===== src/rtl/lr_pkg.sv =====
package lr_pkg;
  // Index width for a count of n items, at least one bit.
  function automatic int idx_w(input int n);
    return (n > 1) ? $clog2(n) : 1;
  endfunction
endpackage


===== src/rtl/lr_fifo.sv =====
module lr_fifo #(
  parameter int W     = 18,
  parameter int DEPTH = 24
) (
  input  logic         clk,
  input  logic         rst_n,
  input  logic         push_valid,
  output logic         push_ready,
  input  logic [W-1:0] push_word,
  output logic         pop_valid,
  input  logic         pop_ready,
  output logic [W-1:0] pop_word
);
  localparam int AW = lr_pkg::idx_w(DEPTH);
  localparam int CW = $clog2(DEPTH + 1);

  logic [W-1:0]  mem [DEPTH];
  logic [AW-1:0] wr_q, rd_q;
  logic [CW-1:0] cnt_q;
  logic          push, pop;

  assign push_ready = (cnt_q != CW'(DEPTH));
  assign pop_valid  = (cnt_q != '0);
  assign pop_word   = mem[rd_q];
  assign push       = push_valid & push_ready;
  assign pop        = pop_valid & pop_ready;

  function automatic logic [AW-1:0] bump(input logic [AW-1:0] p);
    return (p == AW'(DEPTH - 1)) ? '0 : p + 1'b1;
  endfunction

  always_ff @(posedge clk) begin
    if (push) mem[wr_q] <= push_word;
  end

  always_ff @(posedge clk or negedge rst_n) begin
    if (!rst_n) begin
      wr_q  <= '0;
      rd_q  <= '0;
      cnt_q <= '0;
    end else begin
      if (push) wr_q <= bump(wr_q);
      if (pop)  rd_q <= bump(rd_q);
      case ({push, pop})
        2'b10:   cnt_q <= cnt_q + 1'b1;
        2'b01:   cnt_q <= cnt_q - 1'b1;
        default: cnt_q <= cnt_q;
      endcase
    end
  end
endmodule


===== src/rtl/lr_sched.sv =====
module lr_sched #(
  parameter int NS      = 4,
  parameter int NL      = 3,
  parameter int W       = 18,
  parameter int EOP_BIT = 16,
  localparam int SW     = lr_pkg::idx_w(NS),
  localparam int LW     = lr_pkg::idx_w(NL)
) (
  input  logic          clk,
  input  logic          rst_n,
  input  logic [NS-1:0]   src_valid,
  input  logic [NS*W-1:0] src_word,
  output logic [NS-1:0]   src_ready,
  output logic [NL-1:0]   dst_valid,
  output logic [NL*W-1:0] dst_word,
  input  logic [NL-1:0]   dst_ready,
  output logic [SW-1:0]   cur_str,
  output logic [LW-1:0]   cur_lane,
  output logic            blk_end
);
  logic [SW-1:0] str_q;
  logic [LW-1:0] lane_q;
  logic          sel_valid, space, move, last_str;
  logic [W-1:0]  sel_word;

  always_comb begin
    sel_valid = src_valid[str_q];
    sel_word  = src_word[str_q*W +: W];
    space     = dst_ready[lane_q];
    move      = sel_valid & space;
    src_ready = '0;
    src_ready[str_q] = space;
    dst_valid = '0;
    dst_valid[lane_q] = sel_valid;
  end

  // The word goes to every lane buffer; only the selected one sees valid.
  for (genvar l = 0; l < NL; l++) begin : g_bcast
    assign dst_word[l*W +: W] = sel_word;
  end

  assign last_str = (str_q == SW'(NS - 1));
  assign blk_end  = move & sel_word[EOP_BIT];
  assign cur_str  = str_q;
  assign cur_lane = lane_q;

  always_ff @(posedge clk or negedge rst_n) begin
    if (!rst_n) begin
      str_q  <= '0;
      lane_q <= '0;
    end else if (blk_end) begin
      str_q <= last_str ? '0 : str_q + 1'b1;
      if (last_str)
        lane_q <= (lane_q == LW'(NL - 1)) ? '0 : lane_q + 1'b1;
    end
  end
endmodule


===== src/rtl/lane_rotator.sv =====
module lane_rotator #(
  parameter int NS      = 4,
  parameter int NL      = 3,
  parameter int DW      = 16,
  parameter int BLK_LEN = 8
) (
  input  logic             clk,
  input  logic             rst_n,
  input  logic [NS-1:0]    in_valid,
  output logic [NS-1:0]    in_ready,
  input  logic [NS*DW-1:0] in_data,
  input  logic [NS-1:0]    in_sop,
  input  logic [NS-1:0]    in_eop,
  output logic [NL-1:0]    lane_valid,
  input  logic [NL-1:0]    lane_ready,
  output logic [NL*DW-1:0] lane_data,
  output logic [NL-1:0]    lane_sop,
  output logic [NL-1:0]    lane_eop
);
  localparam int W          = DW + 2;
  localparam int EOP_BIT    = DW;
  localparam int SOP_BIT    = DW + 1;
  localparam int IN_DEPTH   = NL * BLK_LEN;
  localparam int LANE_DEPTH = NS * BLK_LEN;
  localparam int SW         = lr_pkg::idx_w(NS);
  localparam int LW         = lr_pkg::idx_w(NL);

  logic [NS-1:0]   q_valid, q_ready;
  logic [NS*W-1:0] q_word;
  logic [NL-1:0]   d_valid, d_ready;
  logic [NL*W-1:0] d_word;
  logic [SW-1:0]   sched_str;
  logic [LW-1:0]   sched_lane;
  logic            sched_blk_end;

  for (genvar s = 0; s < NS; s++) begin : g_in
    lr_fifo #(.W(W), .DEPTH(IN_DEPTH)) u_buf (
      .clk        (clk),
      .rst_n      (rst_n),
      .push_valid (in_valid[s]),
      .push_ready (in_ready[s]),
      .push_word  ({in_sop[s], in_eop[s], in_data[s*DW +: DW]}),
      .pop_valid  (q_valid[s]),
      .pop_ready  (q_ready[s]),
      .pop_word   (q_word[s*W +: W])
    );
  end

  lr_sched #(.NS(NS), .NL(NL), .W(W), .EOP_BIT(EOP_BIT)) u_sched (
    .clk       (clk),
    .rst_n     (rst_n),
    .src_valid (q_valid),
    .src_word  (q_word),
    .src_ready (q_ready),
    .dst_valid (d_valid),
    .dst_word  (d_word),
    .dst_ready (d_ready),
    .cur_str   (sched_str),
    .cur_lane  (sched_lane),
    .blk_end   (sched_blk_end)
  );

  for (genvar l = 0; l < NL; l++) begin : g_lane
    logic [W-1:0] out_w;
    lr_fifo #(.W(W), .DEPTH(LANE_DEPTH)) u_buf (
      .clk        (clk),
      .rst_n      (rst_n),
      .push_valid (d_valid[l]),
      .push_ready (d_ready[l]),
      .push_word  (d_word[l*W +: W]),
      .pop_valid  (lane_valid[l]),
      .pop_ready  (lane_ready[l]),
      .pop_word   (out_w)
    );
    assign lane_data[l*DW +: DW] = out_w[DW-1:0];
    assign lane_sop[l]           = out_w[SOP_BIT];
    assign lane_eop[l]           = out_w[EOP_BIT];
  end
endmodule


===== config.mk =====
export PLATFORM = sky130hd
export DESIGN_NAME = lane_rotator
export DESIGN_NICKNAME = d
export VERILOG_FILES = /design/src/rtl/lr_pkg.sv /design/src/rtl/lr_fifo.sv /design/src/rtl/lr_sched.sv /design/src/rtl/lane_rotator.sv
export SDC_FILE = /design/constraint.sdc
export NUM_CORES = 2
export LEC_CHECK = 0
export ABC_AREA = 1
export BUFFER_PORTS_ARGS = -buffer_cell sky130_fd_sc_hd__buf_2
export CORE_ASPECT_RATIO = 0.75
export CORE_MARGIN = 2
export CORE_UTILIZATION = 31
export CTS_CLUSTER_SIZE = 25
export DETAILED_ROUTE_END_ITERATION = 8
export PLACE_DENSITY_LB_ADDON = 0.12
export SLEW_MARGIN = 20
export SYNTH_ARGS = -nofsm -noshare
export SYNTH_HDL_FRONTEND = slang
export SYNTH_SLANG_ARGS = --single-unit

===== constraint.sdc =====
create_clock -name clk -period 8.25 [get_ports clk]
set_clock_uncertainty 0.1 [all_clocks]
set_input_delay 1.65 -clock clk [delete_from_list [all_inputs] [get_ports clk]]
set_output_delay 1.65 -clock clk [all_outputs]
set_load 0.02 [all_outputs]

==> results.cfg <==
[run_status]
status = completed

[synthesis]
seq_area_frac_synth_pct = 75.0
synth_xor_area_share_pct = 0.185
synth-seq-cells = 3568
synth_compound_area_share_pct = 11.5
mappedNetlistNets = 11000
synth_cell_type_count = 50
syn_avg_cell_area_um2 = 13.1
synth_area_um2 = 142000
synth.area.mux_share_pct = 0
synth-main-ff-cell = edfxtp_1
synthCells = 10900
synth_top_family_by_area = compound AO/OA/AOI/OAI gates
ys_warn_count = 0
async_flop_share_pct = 3.14
synth_edf_count = 3456
synth-simple-area-share_pct = 9.54
synthAdderAreaFrac_pct = 0.768

[finish]
mostFrequentLayoutCells = 3,456 x edfxtp_1, 1,787 x nor2_1, 1,728 x o21ai_0, 846 x nand2_1, 508 x o22ai_1
final_common_cell = edfxtp_1
drive_above_1_share_pct = 10.7
area_growth_pct = 14.3
nFillCells = 43700
final_cells = 17400
nets = 11100
final_core_util_pct = 35.5

[pwr]
power.density_nw_per_um2 = 399
vdd_ir_drop_max_mv = 0.471
power_w = 0.0648
p_leak_nw = 52.3

[place]
port_buffers = 141
gp_congestion = 0.763
dp.cells = 16700
place_hpwl_um = 246000

[global_routing]
grt_first_pass_wirelength_um = 633000
grt_overflow = 0
grt_pass1_vias = 87300
antenna_found_initial = 50
grt_max_degree = 209
grtUsageTotal_pct = 18.4

[sta]
timing.fmax_mhz = 156
relSlewSlack_pct = 24.6
report.final.slew_viol_count = 0
period_needed_ns = 6.41
hold_viol_final = 0
finalCritPeriodShare_pct = 77.7
finalSetupViolCount = 0
fin_tns_setup_ns = 0
tightest_slew_ns = 1.13
rsz0062_at_grt = no

[worst_setup_path]
worstPathMaxFanout = 152
end_kind = output port
start_kind = flop
rrSetupSlack_ns = 2.85
crit_type = reg2out
crit_required_ns = 6.50
crit_arrival_ns = 4.66

[drt]
drc = 0
first_pass_iters = 5
vias = 90300
detail_route.wl_per_cell_um = 25.3
drt_wl_total_um = 440000
viasPerCell = 5.20
drt_iter0_drc = 8153
ant_nets = 0

[floorplan]
die-area_um2 = 464000
io_pins = 142
die_w_um = 786
die_y_um = 590
initial_core_util_pct = 31.1
rows = 215
core_area_um2 = 457000

[clock_tree]
numCtsBuffers = 375
clockRootBuffer = clkbuf_16
cts_tree = yes
htreeDepth = 5
cts_resized = 0
cts_buffer_depth = 4
numClockSinks = 3568
cts.clk_slew.worst_paths_ns = 0.06
cts_hold_buf = 0
clk_latency_ns = 1.00
cts_setup_buffers = 0

[min_path]
hold_path.class = reg2reg

[flow_run]
maxCapViolations = 0
==> power by group <==
group | switching, W | total (W) | internal [W]
Clock | 0.00725 | 0.0169 | 0.00966
Combinational | 0.0176 | 0.0223 | 0.00471
Sequential | 0.000948 | 0.0256 | 0.0247
==> final cells by class <==
class | count | area (µm²) | area share, %
timing repair buffer | 410 | 2900 | 1.78
clock inverter | 212 | 2160 | 1.33
clock buffer | 478 | 9970 | 6.13
antenna | 18 | 45.0 | 0.0277
sequential | 3568 | 107000 | 65.6
tap | 6076 | 7600 | 4.68
multi-input combinational | 6319 | 32000 | 19.7
inverter | 281 | 1110 | 0.682
==> stage by stage <==
step | instance area [µm²] | hold WS, ns | setup slack [ns]
after global placement | 150000 | 0.378 | 2.80
after floorplan | 142000 | 0.363 | 3.86
after CTS | 162000 | 0.398 | 1.71
after global routing | 162000 | 0.417 | 1.57
final | 162000 | 0.396 | 1.84
after detailed placement | 150000 | 0.385 | 2.84
==> routing by layer <==
metal	wire length [µm]	global-route usage, %	vias up
met4	8690	3.87	30
met2	191000	27.3	2402
met1	216000	28.4	46700
met3	24100	2.62	580
met5	193	0	-
li1	-	-	40600
==> path summary, 6_finish.rpt <==
path | startpoint | end | depth (start not counted)
worst min-delay path | g_in[1].u_buf.cnt_q[4] | g_in[1].u_buf.cnt_q[4] | 1
worst max-delay path | g_lane[2].u_buf.rd_q[0] | lane_eop[2] | 9
worst min register to register | g_in[1].u_buf.cnt_q[4] | g_in[1].u_buf.cnt_q[4] | 1
min in group asynchronous | rst_n | g_lane[1].u_buf.rd_q[4] | 1
max in group asynchronous | rst_n | g_in[3].u_buf.rd_q[0] | 2
worst max register to register | g_in[0].u_buf.rd_q[0] | g_lane[0].u_buf.mem[10][6] | 11
==> Yosys cell counts, drive strengths merged (5+ instances only) <==
cell / number / area share, %
edfxtp: 3456 / 73
nor2: 1962 / 5.2
o21ai: 1833 / 6.5
nand2: 867 / 2.3
o22ai: 508 / 2.2
clkbuf: 442 / 1.2
nand3: 403 / 1.4
o221ai: 297 / 1.8
buf: 271 / 1.1
inv: 268 / 0.71
dfrtp: 112 / 2.0
nand4: 94 / 0.41
o211ai: 90 / 0.48
ha: 76 / 0.67
a21oi: 60 / 0.21
nor3: 29 / 0.11
xor2: 23 / 0.14
a22o: 13 / 0.080
clkinv: 13 / 0.035
fa: 7 / 0.099
nor3b: 7 / 0.037
xnor2: 7 / 0.043
o2111ai: 6 / 0.037
or2: 6 / 0.026
a311oi: 5 / 0.031
nor4: 5 / 0.026
o311ai: 5 / 0.031
==> registers in the layout (all words and copies together), names as in the netlist <==
| register | flops |
|---|---|
| g_in.u_buf.mem | 1728 |
| g_lane.u_buf.mem | 1728 |
| g_in.u_buf.cnt_q | 20 |
| g_in.u_buf.rd_q | 20 |
| g_in.u_buf.wr_q | 20 |
| g_lane.u_buf.cnt_q | 18 |
| g_lane.u_buf.rd_q | 15 |
| g_lane.u_buf.wr_q | 15 |
| u_sched.cur_lane | 2 |
| u_sched.cur_str | 2 |
==> cell families (layout without fill, tap and decap cells) <==
group,after synthesis,after routing
other,0,18
DFF,3568,3568
buffers and inverters,994,1381
adders and majority gates,83,83
xor gates and xnor gates,30,30
AOI/OAI and AO/OA,2832,2832
and+or+nand+nor,3374,3374
==> critical path: stages (launching register included) <==
cell and delay (ns):
dfrtp_4 0.84, inv_8 0.35, buf_4 0.53, o21ai_0 0.28
o221ai_1 0.15, o211ai_1 0.16, nand3_1 0.22, o21ai_1 0.69
inv_1 0.08, buf_2 0.18
Power figures use the tool's default switching activity.
